<file path="src/rtl/spi_ml_pkg.sv">
package spi_ml_pkg;

    typedef enum logic [1:0] {
        LN_X1   = 2'd0,
        LN_X2   = 2'd1,
        LN_X4   = 2'd2,
        LN_RSVD = 2'd3
    } lanes_e;

    typedef enum logic [2:0] {
        ST_IDLE,
        ST_LEAD,
        ST_HIGH,
        ST_LOW,
        ST_TAIL
    } eng_st_e;

    // Configuration captured when a transfer is accepted.
    typedef struct packed {
        lanes_e lanes;
        logic   tx_en;
        logic   rx_en;
        logic   ss_high;
    } xfer_cfg_t;

    function automatic logic mode_legal(lanes_e l, logic full_dup);
        return (l != LN_RSVD) && !(full_dup && (l != LN_X1));
    endfunction

    function automatic logic [3:0] lane_mask(lanes_e l);
        case (l)
            LN_X1:   return 4'b0001;
            LN_X2:   return 4'b0011;
            default: return 4'b1111;
        endcase
    endfunction

endpackage

</file>
<file path="src/rtl/spi_ml_fifo.sv">
module spi_ml_fifo #(
    parameter int W     = 8,
    parameter int DEPTH = 8
) (
    input  logic                     clk,
    input  logic                     rst,
    input  logic                     push,
    input  logic [W-1:0]             wdata,
    input  logic                     pop,
    output logic [W-1:0]             head,
    output logic                     full,
    output logic                     empty,
    output logic [$clog2(DEPTH):0]   count
);
    localparam int AW = $clog2(DEPTH);
    localparam int CW = AW + 1;

    logic [W-1:0]  mem [DEPTH];
    logic [AW-1:0] wr_ptr, rd_ptr;
    logic          do_push, do_pop;

    assign full    = (count == CW'(DEPTH));
    assign empty   = (count == '0);
    assign do_push = push && !full;
    assign do_pop  = pop && !empty;
    assign head    = mem[rd_ptr];

    function automatic logic [AW-1:0] bump(logic [AW-1:0] p);
        return (p == AW'(DEPTH - 1)) ? '0 : p + 1'b1;
    endfunction

    always_ff @(posedge clk) begin
        if (rst) begin
            wr_ptr <= '0;
            rd_ptr <= '0;
            count  <= '0;
        end else begin
            if (do_push) wr_ptr <= bump(wr_ptr);
            if (do_pop)  rd_ptr <= bump(rd_ptr);
            if (do_push && !do_pop)      count <= count + 1'b1;
            else if (do_pop && !do_push) count <= count - 1'b1;
        end
    end

    always_ff @(posedge clk) begin
        if (do_push) mem[wr_ptr] <= wdata;
    end

endmodule

</file>
<file path="src/rtl/spi_ml_clkgen.sv">
module spi_ml_clkgen #(
    parameter int DIV_W = 8
) (
    input  logic             clk,
    input  logic             rst,
    input  logic             en,
    input  logic [DIV_W-1:0] div,
    output logic             tick
);
    logic [DIV_W-1:0] cnt;

    assign tick = en && (cnt == div);

    always_ff @(posedge clk) begin
        if (rst || !en) cnt <= '0;
        else if (tick)  cnt <= '0;
        else            cnt <= cnt + 1'b1;
    end

endmodule

</file>
<file path="src/rtl/spi_ml_engine.sv">
module spi_ml_engine
    import spi_ml_pkg::*;
#(
    parameter int W     = 8,
    parameter int DIV_W = 8,
    parameter int CNT_W = 8
) (
    input  logic             clk,
    input  logic             rst,
    input  logic             start,
    input  logic [1:0]       cfg_lanes,
    input  logic             cfg_full_duplex,
    input  logic             cfg_dir_tx,
    input  logic             cfg_ss_high,
    input  logic [DIV_W-1:0] cfg_div,
    input  logic [CNT_W-1:0] cfg_chars,
    input  logic             tick,
    output logic             half_en,
    output logic [DIV_W-1:0] div_q,
    input  logic [W-1:0]     tx_word,
    input  logic             tx_avail,
    output logic             tx_take,
    output logic [W-1:0]     rx_word,
    output logic             rx_put,
    input  logic [3:0]       lane_in,
    output logic [3:0]       lane_out,
    output logic [3:0]       lane_oe,
    output logic             sclk,
    output logic             ss,
    output logic             busy,
    output logic             err
);
    localparam int BW = $clog2(W) + 1;

    eng_st_e          state;
    xfer_cfg_t        cfg_q, cfg_new;
    logic [CNT_W-1:0] chars_q, chr_cnt;
    logic [BW-1:0]    beat, last_beat;
    logic [W-1:0]     tx_sh, rx_sh, tx_next, rx_next, load_word;
    logic             sclk_q, err_q, idle, accept, reject;
    logic             end_char, load_next, next_tx_en, pol;

    assign idle    = (state == ST_IDLE);
    assign accept  = start && idle && mode_legal(lanes_e'(cfg_lanes), cfg_full_duplex);
    assign reject  = start && idle && !mode_legal(lanes_e'(cfg_lanes), cfg_full_duplex);

    always_comb begin
        cfg_new.lanes   = lanes_e'(cfg_lanes);
        cfg_new.tx_en   = cfg_full_duplex || cfg_dir_tx;
        cfg_new.rx_en   = cfg_full_duplex || !cfg_dir_tx;
        cfg_new.ss_high = cfg_ss_high;
    end

    assign last_beat  = BW'(W >> cfg_q.lanes) - BW'(1);
    assign end_char   = (state == ST_HIGH) && tick && (beat == last_beat);
    assign load_next  = end_char && (chr_cnt != chars_q);
    assign next_tx_en = accept ? cfg_new.tx_en : cfg_q.tx_en;
    assign tx_take    = (accept || load_next) && next_tx_en && tx_avail;
    assign load_word  = (next_tx_en && tx_avail) ? tx_word : '0;

    assign rx_put  = end_char && cfg_q.rx_en;
    assign rx_word = rx_sh;

    // Shift paths by lane width: MSB leaves first, highest lane carries it.
    always_comb begin
        case (cfg_q.lanes)
            LN_X1: begin
                tx_next = {tx_sh[W-2:0], 1'b0};
                rx_next = {rx_sh[W-2:0], lane_in[1]};
            end
            LN_X2: begin
                tx_next = {tx_sh[W-3:0], 2'b00};
                rx_next = {rx_sh[W-3:0], lane_in[1:0]};
            end
            default: begin
                tx_next = {tx_sh[W-5:0], 4'b0000};
                rx_next = {rx_sh[W-5:0], lane_in};
            end
        endcase
    end

    always_comb begin
        lane_out = 4'b0000;
        if (!idle && cfg_q.tx_en) begin
            case (cfg_q.lanes)
                LN_X1:   lane_out = {3'b000, tx_sh[W-1]};
                LN_X2:   lane_out = {2'b00, tx_sh[W-1:W-2]};
                default: lane_out = tx_sh[W-1:W-4];
            endcase
        end
    end

    assign lane_oe = (!idle && cfg_q.tx_en) ? lane_mask(cfg_q.lanes) : 4'b0000;
    assign pol     = idle ? cfg_ss_high : cfg_q.ss_high;
    assign ss      = ~(!idle ^ pol);
    assign sclk    = sclk_q;
    assign busy    = !idle;
    assign half_en = !idle;
    assign err     = err_q;

    always_ff @(posedge clk) begin
        if (rst) begin
            state   <= ST_IDLE;
            cfg_q   <= '0;
            div_q   <= '0;
            chars_q <= '0;
            chr_cnt <= '0;
            beat    <= '0;
            tx_sh   <= '0;
            rx_sh   <= '0;
            sclk_q  <= 1'b0;
            err_q   <= 1'b0;
        end else begin
            case (state)
                ST_IDLE: begin
                    if (accept) begin
                        cfg_q   <= cfg_new;
                        div_q   <= cfg_div;
                        chars_q <= cfg_chars;
                        chr_cnt <= '0;
                        beat    <= '0;
                        tx_sh   <= load_word;
                        err_q   <= 1'b0;
                        state   <= ST_LEAD;
                    end else if (reject) begin
                        err_q <= 1'b1;
                    end
                end
                ST_LEAD, ST_LOW: begin
                    if (tick) begin
                        sclk_q <= 1'b1;
                        rx_sh  <= rx_next;
                        state  <= ST_HIGH;
                    end
                end
                ST_HIGH: begin
                    if (tick) begin
                        sclk_q <= 1'b0;
                        if (beat == last_beat) begin
                            beat <= '0;
                            if (chr_cnt == chars_q) begin
                                state <= ST_TAIL;
                            end else begin
                                chr_cnt <= chr_cnt + 1'b1;
                                tx_sh   <= load_word;
                                state   <= ST_LOW;
                            end
                        end else begin
                            beat  <= beat + 1'b1;
                            tx_sh <= tx_next;
                            state <= ST_LOW;
                        end
                    end
                end
                ST_TAIL: begin
                    if (tick) state <= ST_IDLE;
                end
                default: state <= ST_IDLE;
            endcase
        end
    end

endmodule

</file>
<file path="src/rtl/spi_ml_master.sv">
module spi_ml_master
    import spi_ml_pkg::*;
#(
    parameter int W     = 8,
    parameter int DEPTH = 8,
    parameter int DIV_W = 8,
    parameter int CNT_W = 8
) (
    input  logic                   clk,
    input  logic                   rst,
    input  logic                   start,
    input  logic [1:0]             cfg_lanes,
    input  logic                   cfg_full_duplex,
    input  logic                   cfg_dir_tx,
    input  logic                   cfg_ss_high,
    input  logic [DIV_W-1:0]       cfg_div,
    input  logic [CNT_W-1:0]       cfg_chars,
    input  logic [$clog2(DEPTH):0] cfg_tx_thresh,
    input  logic [$clog2(DEPTH):0] cfg_rx_thresh,
    input  logic                   tx_push,
    input  logic [W-1:0]           tx_data,
    output logic                   tx_full,
    input  logic                   rx_pop,
    output logic [W-1:0]           rx_data,
    output logic                   rx_empty,
    output logic                   dma_tx_req,
    output logic                   dma_rx_req,
    output logic                   busy,
    output logic                   err_mode,
    output logic                   sclk,
    output logic                   ss,
    output logic [3:0]             lane_out,
    output logic [3:0]             lane_oe,
    input  logic [3:0]             lane_in
);
    localparam int CW = $clog2(DEPTH) + 1;

    logic [CW-1:0]    tx_cnt, rx_cnt;
    logic [W-1:0]     tx_head, rx_word;
    logic             tx_empty, tx_take, rx_put, rx_full;
    logic             tick, half_en;
    logic [DIV_W-1:0] div_q;

    spi_ml_fifo #(.W(W), .DEPTH(DEPTH)) u_txq (
        .clk(clk), .rst(rst),
        .push(tx_push), .wdata(tx_data), .pop(tx_take),
        .head(tx_head), .full(tx_full), .empty(tx_empty), .count(tx_cnt)
    );

    spi_ml_fifo #(.W(W), .DEPTH(DEPTH)) u_rxq (
        .clk(clk), .rst(rst),
        .push(rx_put), .wdata(rx_word), .pop(rx_pop),
        .head(rx_data), .full(rx_full), .empty(rx_empty), .count(rx_cnt)
    );

    spi_ml_clkgen #(.DIV_W(DIV_W)) u_div (
        .clk(clk), .rst(rst), .en(half_en), .div(div_q), .tick(tick)
    );

    spi_ml_engine #(.W(W), .DIV_W(DIV_W), .CNT_W(CNT_W)) u_eng (
        .clk(clk), .rst(rst), .start(start),
        .cfg_lanes(cfg_lanes), .cfg_full_duplex(cfg_full_duplex),
        .cfg_dir_tx(cfg_dir_tx), .cfg_ss_high(cfg_ss_high),
        .cfg_div(cfg_div), .cfg_chars(cfg_chars),
        .tick(tick), .half_en(half_en), .div_q(div_q),
        .tx_word(tx_head), .tx_avail(!tx_empty), .tx_take(tx_take),
        .rx_word(rx_word), .rx_put(rx_put),
        .lane_in(lane_in), .lane_out(lane_out), .lane_oe(lane_oe),
        .sclk(sclk), .ss(ss), .busy(busy), .err(err_mode)
    );

    assign dma_tx_req = (tx_cnt < cfg_tx_thresh);
    assign dma_rx_req = (rx_cnt >= cfg_rx_thresh);

endmodule

</file>
<file path="config.mk">
export PLATFORM = sky130hd
export DESIGN_NAME = spi_ml_master
export DESIGN_NICKNAME = d
export VERILOG_FILES = /design/src/rtl/spi_ml_pkg.sv /design/src/rtl/spi_ml_fifo.sv /design/src/rtl/spi_ml_clkgen.sv /design/src/rtl/spi_ml_engine.sv /design/src/rtl/spi_ml_master.sv
export SDC_FILE = /design/constraint.sdc
export NUM_CORES = 1
export LEC_CHECK = 0
export BUFFER_PORTS_ARGS = -buffer_cell sky130_fd_sc_hd__buf_4
export CORE_ASPECT_RATIO = 1.25
export CORE_MARGIN = 3
export CORE_UTILIZATION = 60
export DETAILED_ROUTE_END_ITERATION = 7
export GPL_ROUTABILITY_DRIVEN = 0
export PLACE_DENSITY = 0.8
export SLEW_MARGIN = 10
export SYNTH_ARGS = -nofsm -noshare
export SYNTH_HDL_FRONTEND = slang
export SYNTH_SLANG_ARGS = --single-unit
</file>
<file path="constraint.sdc">
create_clock -name clk -period 5.6 [get_ports clk]
set_clock_uncertainty 0.1 [all_clocks]
set_input_delay 1.12 -clock clk [delete_from_list [all_inputs] [get_ports clk]]
set_output_delay 1.12 -clock clk [all_outputs]
set_load 0.03 [all_outputs]
</file>
==> results.yml, run 1 <==
run_status:
  status: "completed"
detailed_routing:
  ant_nets: 0
  wl_per_cell_um: 18.6
  drc: 0
  drtPass1Iterations: 5
  num_vias: 6222
  avgViaCountPerCell: 5.92
  drt_wl_total_um: 19500
  drtIter0Drc: 498
cts:
  cts_root_buf: "clkbuf_16"
  cts_sinks: 216
  cts_tree: "done"
  clock_path_buffers: 3
  post_cts_buffers: 0
  cts_max_level: 1
  clkTransAtPathRegs_ns: 0.06
  cts_buffers: 21
  cts_hold_buf: 0
  clkLatencyLatePin_ns: 0.49
  cts_repair_resize_count: 0
synthesis:
  async_flop_share: 0
  yosys_register_bits: 216
  yosysSeqAreaShare: 0.594
  syn_area_per_cell_um2: 12.4
  syn_inst: 758
  synth-edff-count: 128
  netlist_area_um2: 9430
  synth.distinct_cells: 57
  synth_top_flop_cell: "edfxtp_1"
  synth_area_leader_cell: "edfxtp_1"
  synth_area_leaders: "edfxtp_1, dfxtp_1, mux4_2, ha_1, nand2_1"
  synth_fp_nets: 830
  synth.top_cell.area_share: 0.408
  synth-warning-count: 0
finish:
  final_cells: 1051
  syn2layout_area_growth_pct: 14.7
  antennaDiodeCount: 0
  fillers: 1048
  drive_gt1_frac: 0.196
  nNetsFinal: 901
floorplan:
  die_w_um: 118
  boundaryPins: 70
  core_um2: 15200
  placementRows: 50
  initial_utilization: 0.620
  die_y_um: 146
  dieArea_um2: 17300
global_routing:
  grt_max_degree: 69
  grt_pass1_vias: 6348
  grt-ovfl-total: 0
  grt_pass1_wl_um: 31700
  track_usage: 0.227
  antenna_found_initial: 0
placement:
  dpl.hpwl_um: 13500
  io_buffers: 69
  place_inst: 1014
critical_path:
  crit_chain: "or3b_1 > a2111oi_4 > or2_1 > nand3_1 > inv_2 > ha_1 > inv_1 > ha_1 > a21o_1 > a21oi_1 > xnor2_1 > or3_1 > a21oi_1"
  critPathMaxFanout: 22
  critPathLaunchType: "flop"
  cp_slowest_cell: "dfxtp_1"
  end_kind: "flop"
  crit_path_max_incr_delay_ns: 0.97
  required_ns: 5.91
  critPathKind: "reg -> reg"
  crit_arrival_ns: 4.98
  reg2reg_setup_slack_ns: 0.93
power:
  total_power_mw: 3.96
  power_density_nw_per_um2: 366
  p_leak_nw: 3.96
  vdd_drop_max_mv: 0.274
sta:
  fin_crit_sh: 0.834
  hold_viol_final: 0
  hold_ws_ns: 0.367
  fin_tns_setup_ns: 0
  setup_violations: 0
  rsz0062_at_grt: "no"
  max_clock_freq_mhz: 214
  final_max_slew_viol_count: 0
  slew_headroom: 0.294
  post-route-min-period_ns: 4.67
  worst_pin_slew_ns: 1.06
min_path:
  hold_class: "reg -> reg"
flow_run:
  maxCapViolations: 0
per-layer routing:
layer	track usage	routed length, um	share of wire	up-vias
li1	-	-	-	2927
met1	0.273	7610	0.39	3053
met2	0.416	10300	0.53	193
met3	0.0271	946	0.049	49
met4	0.0845	602	0.031	0
met5	0	0	0	-
Yosys cell counts, types with 2 or more instances:
master and instances:
mux2_2 16, mux4_2 32, and2_1 4, nand3_1 15, nor3_1 28, ha_1 24
edfxtp_1 128, a31oi_1 2, nand4_1 5, xor2_1 27, nor3b_1 2, buf_4 2
o21ai_0 16, nor4_1 11, or3_1 5, a21o_1 4, buf_2 5, nor2b_1 2
and3_1 8, mux2i_1 23, inv_1 20, nand2_1 78, nor4b_1 4, a21boi_0 2
buf_1 6, nor2_1 67, nand2b_1 11, or3b_1 2, o211ai_1 3, a21oi_1 54
clkbuf_1 23, nand3b_1 2, o21ai_1 2, fa_1 2, a211oi_1 7, dfxtp_1 88
a311oi_1 2, xnor2_1 7
report_power, final:
group / switching, mW / internal, mW
logic: 0.402 / 0.346
clock network: 0.553 / 0.764
registers: 0.126 / 1.77
total: 1.08 / 2.88
final timing paths:
kind	start	endpoint	cells past startpoint
setup reg to reg	u_eng.cfg_q[3]	u_rxq.count[3]	13
hold / removal	u_eng.cfg_q[0]	u_eng.cfg_q[0]	2
setup / recovery	u_eng.cfg_q[3]	u_rxq.count[3]	13
hold reg to reg	u_eng.cfg_q[0]	u_eng.cfg_q[0]	2
layout by cell type (no fill, tap or decap), types with 11 or more instances in the layout:
cell and instances:
inv_1 20, mux2_2 16, nor3_1 28, nor4_1 11, mux4_2 32, nand3_1 15, nand2b_1 11, nor2_1 67
nand2_1 78, o21ai_0 16, buf_4 84, ha_1 24, clkbuf_16 21, edfxtp_1 128, a21oi_1 54, xor2_1 27
mux2i_1 23, dfxtp_1 88
registers in the layout (all words and copies together) (netlist names), named ones only:
register,count
u_rxq.mem,64
u_txq.mem,64
u_div.cnt,8
u_eng.chars_q,8
u_eng.chr_cnt,8
u_eng.div_q,8
u_eng.rx_word,8
u_eng.tx_sh,8
u_eng.cfg_q,5
u_eng.beat,4
u_rxq.count,4
u_txq.count,4
u_eng.state,3
u_rxq.rd_ptr,3
u_rxq.wr_ptr,3
u_txq.rd_ptr,3
u_txq.wr_ptr,3
u_eng.err,1
u_eng.sclk,1
per-stage QoR:
| stage | util | instance area [um^2] | worst slack [ns] |
|---|---|---|---|
| after floorplan | - | 9430 | 1.92 |
| after global placement | 0.669 | 10200 | 1.21 |
| after detailed placement | 0.669 | 10200 | 0.987 |
| after CTS | 0.712 | 10800 | 0.959 |
| after global routing | 0.712 | 10800 | 0.618 |
| final | 0.712 | 10800 | 0.932 |
worst max-delay path: cells and delay by family (launching register included):
kind,cells,cell delay (ns)
fa+ha+maj,2,0.46
simple gates,4,1.80
flops,1,0.97
buf+inv,2,0.27
compound gates,4,0.89
xor+xnor,1,0.10
final cells by class:
| cell class | count | area [um^2] | area share |
|---|---|---|---|
| Inverter | 21 | 78.8 | 0.00729 |
| Sequential cell | 216 | 5610 | 0.518 |
| Clock buffer | 29 | 576 | 0.0532 |
| Tap cell | 208 | 260 | 0.0241 |
| Multi-Input combinational cell | 485 | 3600 | 0.333 |
| Clock inverter | 8 | 67.6 | 0.00625 |
| Timing Repair Buffer | 84 | 631 | 0.0583 |
cells by family (layout without fill, tap and decap cells):
| logic type | after synthesis | in the layout | synth area share |
|---|---|---|---|
| compound gates | 102 | 102 | 0.0655 |
| xor+xnor | 34 | 34 | 0.0316 |
| fa+ha+maj | 27 | 27 | 0.0371 |
| buf+inv | 57 | 142 | 0.0241 |
| flops | 216 | 216 | 0.594 |
| mux | 71 | 71 | 0.120 |
| simple gates | 251 | 251 | 0.127 |
Note: power is estimated with default switching activity, not from simulation.
==> run 2: changes to the inputs <==
==> constraint.sdc (replaced) <==
create_clock -name clk -period 4.9 [get_ports clk]
set_clock_uncertainty 0.1 [all_clocks]
set_input_delay 0.98 -clock clk [delete_from_list [all_inputs] [get_ports clk]]
set_output_delay 0.98 -clock clk [all_outputs]
set_load 0.03 [all_outputs]
==> run 2 against run 1 <==
Compared with the run above: register-to-register slack got worse by 0.35 ns; clock-buffer cell count decreased by 3; fmax up 8.1%; highest routed layer unchanged; total power rose by 13%; critical endpoint unchanged; clock power is 11% higher; final area about the same.
==> results.yml, run 2 (synthesis results as in run 1) <==
finish:
  final_area_um2: 10800
  drive_gt1_frac: 0.196
  seq_area_um2: 5610
  fillers: 1022
  syn2layout_area_growth_pct: 14.6
  antennaDiodeCount: 0
  final_cell_mix: "edfxtp_1, dfxtp_1, buf_4, nand2_1, nor2_1"
  final_common_cell: "edfxtp_1"
  top_regs: "u_rxq.mem (64), u_txq.mem (64)"
  multiInputGateArea_um2: 3600
  nNetsFinal: 903
placement:
  dp_slack_ns: 0.629
  place_area_um2: 10200
  dpl.hpwl_um: 13200
  io_buffers: 69
min_path:
  hold_depth: 2
  hold_class: "reg -> reg"
  whs_endpoint: "u_eng.chars_q[5]"
  hold_start: "u_eng.chars_q[5]"
critical_path:
  crit_arrival_ns: 4.63
  end_kind: "flop"
  ff2ff_path_depth: 14
  crit_path_max_incr_delay_ns: 0.52
  critPathLaunchType: "flop"
  critPathKind: "reg -> reg"
  path_delay_family: "simple AND/OR/NAND/NOR gates"
  crit_chain: "buf_4 > or3b_1 > a2111oi_4 > or2_1 > nand3_1 > inv_2 > ha_1 > inv_1 > ha_1 > a21o_1 > a21oi_1 > xnor2_1 > or3_1 > a21oi_1"
  reg2reg_setup_slack_ns: 0.58
  r2r_end: "u_rxq.count[3]"
  critPathMaxFanout: 19
  cp_slowest_cell: "or2_1"
  required_ns: 5.21
  reg2reg_from: "u_eng.cfg_q[3]"
  crit_path_start: "u_eng.cfg_q[3]"
  path_buf_inv: 3
floorplan:
  placementRows: 50
  boundaryPins: 70
  die_y_um: 146
  core_um2: 15200
  dieArea_um2: 17300
  die_w_um: 118
  initial_utilization: 0.620
global_routing:
  grt-ovfl-total: 0
  grt_pass1_wl_um: 30900
  track_usage: 0.219
  antenna_found_initial: 0
  grt_max_degree: 69
  grt_pass1_vias: 6168
run_status:
  status: "completed"
sta:
  post-route-min-period_ns: 4.32
  hold_viol_final: 0
  fin_tns_setup_ns: 0
  hold_ws_ns: 0.369
  layout_setup_ws_ns: 0.580
  final_max_slew_viol_count: 0
  rsz0062_at_grt: "no"
  worst_pin_slew_ns: 1.08
  slew_headroom: 0.281
  fin_crit_sh: 0.882
  setup_violations: 0
  max_clock_freq_mhz: 231
cts:
  cts_repair_resize_count: 0
  cts_tree: "done"
  cts_hold_buf: 0
  cts_buffers: 21
  cts_sinks: 216
  clkTransAtPathRegs_ns: 0.06
  post_cts_buffers: 0
  clkLatencyLatePin_ns: 0.49
  cts_root_buf: "clkbuf_16"
  clock_path_buffers: 3
  cts_max_level: 1
power:
  power_density_nw_per_um2: 415
  p_leak_nw: 3.97
  vdd_drop_max_mv: 0.327
detailed_routing:
  drt_wl_total_um: 19200
  num_vias: 6172
  ant_nets: 0
  drtIter0Drc: 399
  drtPass1Iterations: 5
  drc: 0
  wl_per_cell_um: 18.2
  avgViaCountPerCell: 5.86
flow_run:
  maxCapViolations: 0
[run 2: cell types whose count changed in the layout (fill, tap and decap cells not counted), sizes merged]
cell    delta
clkinv     +3
clkbuf     -3
buf        +2
[run 2: routing by layer]
metal,up-vias,wire [um],share of wire,global-route usage
met5,-,0,0,0
met2,151,10300,0.54,0.404
met4,0,459,0.024,0.0704
li1,2939,-,-,-
met1,3044,7600,0.40,0.261
met3,38,845,0.044,0.0337
[run 2: tightest hold or removal path, delay by kind of cell (launching register included)]
family	cells	cell delay (ns)
and+or+nand+nor	1	0.06
AOI/OAI and AO/OA	1	0.05
DFF	1	0.32
[run 2: worst max path at each step]
stage / to / slack (ns) / depth (start not counted)
final: u_rxq.count[3] / 0.58 / 14
after global routing: u_rxq.count[3] / 0.29 / 14
after floorplan: u_txq.count[3] / 1.36 / 13
after detailed placement: u_rxq.count[3] / 0.63 / 14
after CTS: u_rxq.count[3] / 0.63 / 14
after global placement: u_rxq.count[3] / 0.86 / 14
[run 2: layout make-up]
cell class | instances | area share
Tap cell | 208 | 0.0241
Clock buffer | 26 | 0.0504
Multi-Input combinational cell | 485 | 0.333
Clock inverter | 11 | 0.00706
Timing Repair Buffer | 86 | 0.0597
Sequential cell | 216 | 0.519
Inverter | 21 | 0.00729
[run 2: through the flow]
stage	std cells	power, mW	utilization
6_report	1053	4.48	0.711
3_3_place_gp	1016	3.00	0.670
5_1_grt	1053	4.69	0.711
2_1_floorplan	758	2.78	-
4_1_cts	1053	4.52	0.711
3_5_place_dp	1016	3.05	0.670
[run 2: report_power, final]
part           switching, mW  total [mW]  internal, mW  leakage [nW]
Sequential             0.136        2.16          2.02          1.90
Combinational          0.460       0.855         0.395          1.77
Clock                  0.633        1.47         0.839         0.299
==> run 3: changes to the inputs <==
--- a/config.mk
+++ b/config.mk
@@ -5,13 +5,13 @@
 export SDC_FILE = /design/constraint.sdc
 export NUM_CORES = 1
 export LEC_CHECK = 0
-export BUFFER_PORTS_ARGS = -buffer_cell sky130_fd_sc_hd__buf_4
 export CORE_ASPECT_RATIO = 1.25
 export CORE_MARGIN = 3
 export CORE_UTILIZATION = 60
 export DETAILED_ROUTE_END_ITERATION = 7
+export DONT_BUFFER_PORTS = 1
 export GPL_ROUTABILITY_DRIVEN = 0
-export PLACE_DENSITY = 0.8
+export PLACE_DENSITY_LB_ADDON = 0.3
 export SLEW_MARGIN = 10
 export SYNTH_ARGS = -nofsm -noshare
 export SYNTH_HDL_FRONTEND = slang
==> run 3 against run 2 <==
Compared with the run above: hold slack got worse by 0.0059 ns; clock power is 8% higher; combinational power shrank 11%; total power up 0.58%; global-route usage rose by 0.30 points; first-iteration DRC count up 18%; routed wire length is 0.95% lower; largest cell class unchanged; worst setup slack improved by 0.26 ns; via count down 4.0%; sequential power is essentially flat; largest power group unchanged.
==> results.yml, run 3 (synthesis results as in run 1) <==
run_status:
  status: "completed"
cts:
  cts_root_buf: "clkbuf_16"
  cts_hold_buf: 0
  cts_repair_resize_count: 0
  clock_path_buffers: 3
  cts_sinks: 216
  post_cts_buffers: 0
  clkTransAtPathRegs_ns: 0.06
  cts_max_level: 1
  cts_tree: "done"
  cts_buffers: 21
  clkLatencyLatePin_ns: 0.49
floorplan:
  die_w_um: 118
  placementRows: 50
  core_um2: 15200
  initial_utilization: 0.620
  die_y_um: 146
  boundaryPins: 70
  dieArea_um2: 17300
sta:
  setup_violations: 0
  rsz0062_at_grt: "no"
  slew_headroom: 0.218
  post-route-min-period_ns: 4.06
  hold_viol_final: 0
  final_max_slew_viol_count: 0
  max_clock_freq_mhz: 246
  fin_tns_setup_ns: 0
  fin_crit_sh: 0.829
  worst_pin_slew_ns: 1.17
  layout_setup_ws_ns: 0.836
global_routing:
  grtUsageMet2: 0.413
  grtUsageMet1: 0.264
  antenna_found_initial: 0
  grt_max_degree: 69
  grt_busiest_layer: "met2"
  grt-ovfl-total: 0
  track_usage: 0.222
  grt_pass1_wl_um: 30900
  use_met3: 0.0353
  grt_pass1_vias: 6008
detailed_routing:
  drc: 0
  num_vias: 5923
  drt_wl_total_um: 19000
  drtPass1Iterations: 6
  ant_nets: 0
  avgViaCountPerCell: 6.01
  drtIter0Drc: 472
  wl_per_cell_um: 19.3
power:
  p_leak_nw: 3.68
  vdd_drop_max_mv: 0.304
  total_power_mw: 4.51
  power_density_nw_per_um2: 435
finish:
  syn2layout_area_growth_pct: 9.79
  seq_area_um2: 5610
  final_common_cell: "edfxtp_1"
  drive_gt1_frac: 0.135
  nNetsFinal: 835
  top_regs: "u_rxq.mem (64), u_txq.mem (64)"
  fillers: 1045
  antennaDiodeCount: 0
  multiInputGateArea_um2: 3600
  final_cells: 985
  final_cell_mix: "edfxtp_1, dfxtp_1, nand2_1, nor2_1, a21oi_1"
critical_path:
  reg2reg_from: "u_eng.beat[0]"
  crit_chain: "or3b_1 > a2111oi_4 > or2_1 > nand3_1 > inv_2 > ha_1 > inv_1 > ha_1 > a21o_1 > a21oi_1 > xnor2_1 > or3_1 > a21oi_1"
  critPathMaxFanout: 16
  ff2ff_path_depth: 13
  crit_arrival_ns: 4.38
  r2r_end: "u_rxq.count[3]"
  critPathLaunchType: "flop"
  critPathKind: "reg -> reg"
  cp_slowest_cell: "or2_1"
  end_kind: "flop"
  crit_path_max_incr_delay_ns: 0.52
  reg2reg_setup_slack_ns: 0.84
  required_ns: 5.22
placement:
  place_inst: 948
  dp_slack_ns: 0.853
  io_buffers: 0
  dpl.hpwl_um: 13000
min_path:
  hold_class: "reg -> reg"
  whs_endpoint: "u_eng.cfg_q[0]"
  hold_depth: 2
  hold_start: "u_eng.cfg_q[0]"
flow_run:
  maxCapViolations: 0
==> run 3: cell type report <==
type / count / area share
Clock inverter: 14 / 0.0138
Tap cell: 208 / 0.0251
Clock buffer: 23 / 0.0515
Timing Repair Buffer: 18 / 0.0130
Inverter: 21 / 0.00761
Multi-Input combinational cell: 485 / 0.348
Sequential cell: 216 / 0.541
==> run 3: worst max-delay path: cells and delay by family, from the launching register on <==
| family | cells | cell delay (ns) |
|---|---|---|
| flops | 1 | 0.41 |
| xor+xnor | 1 | 0.09 |
| simple gates | 4 | 1.71 |
| buf+inv | 2 | 0.28 |
| fa+ha+maj | 2 | 0.48 |
| compound gates | 4 | 0.92 |
==> run 3: layer usage <==
metal  up-vias  routed length (um)
li1       2800                   -
met1      2886                7370
met2       198               10200
met3        39                1060
met4         0                 412
met5         -                   0
==> run 3: worst max path at each step <==
stage                               start        endpoint  depth (start not counted)
after floorplan           cfg_full_duplex  u_txq.count[3]                         13
after global placement      u_eng.beat[0]  u_rxq.count[3]                         13
after detailed placement    u_eng.beat[0]  u_rxq.count[3]                         13
after CTS                   u_eng.beat[0]  u_rxq.count[3]                         13
after global routing        u_eng.beat[0]  u_rxq.count[3]                         13
final                       u_eng.beat[0]  u_rxq.count[3]                         13
==> run 3: per-stage QoR <==
stage / utilization / cell area (um^2) / hold slack [ns]
after global placement: 0.637 / 9680 / 0.342
after detailed placement: 0.637 / 9680 / 0.355
after CTS: 0.681 / 10400 / 0.364
after global routing: 0.681 / 10400 / 0.383
final: 0.681 / 10400 / 0.363
after floorplan: - / 9430 / 0.337
==> run 3: power breakdown <==
group	leakage [nW]	switching, mW	internal [mW]
combinational	1.43	0.424	0.334
sequential	1.90	0.142	2.02
clock	0.338	0.648	0.941
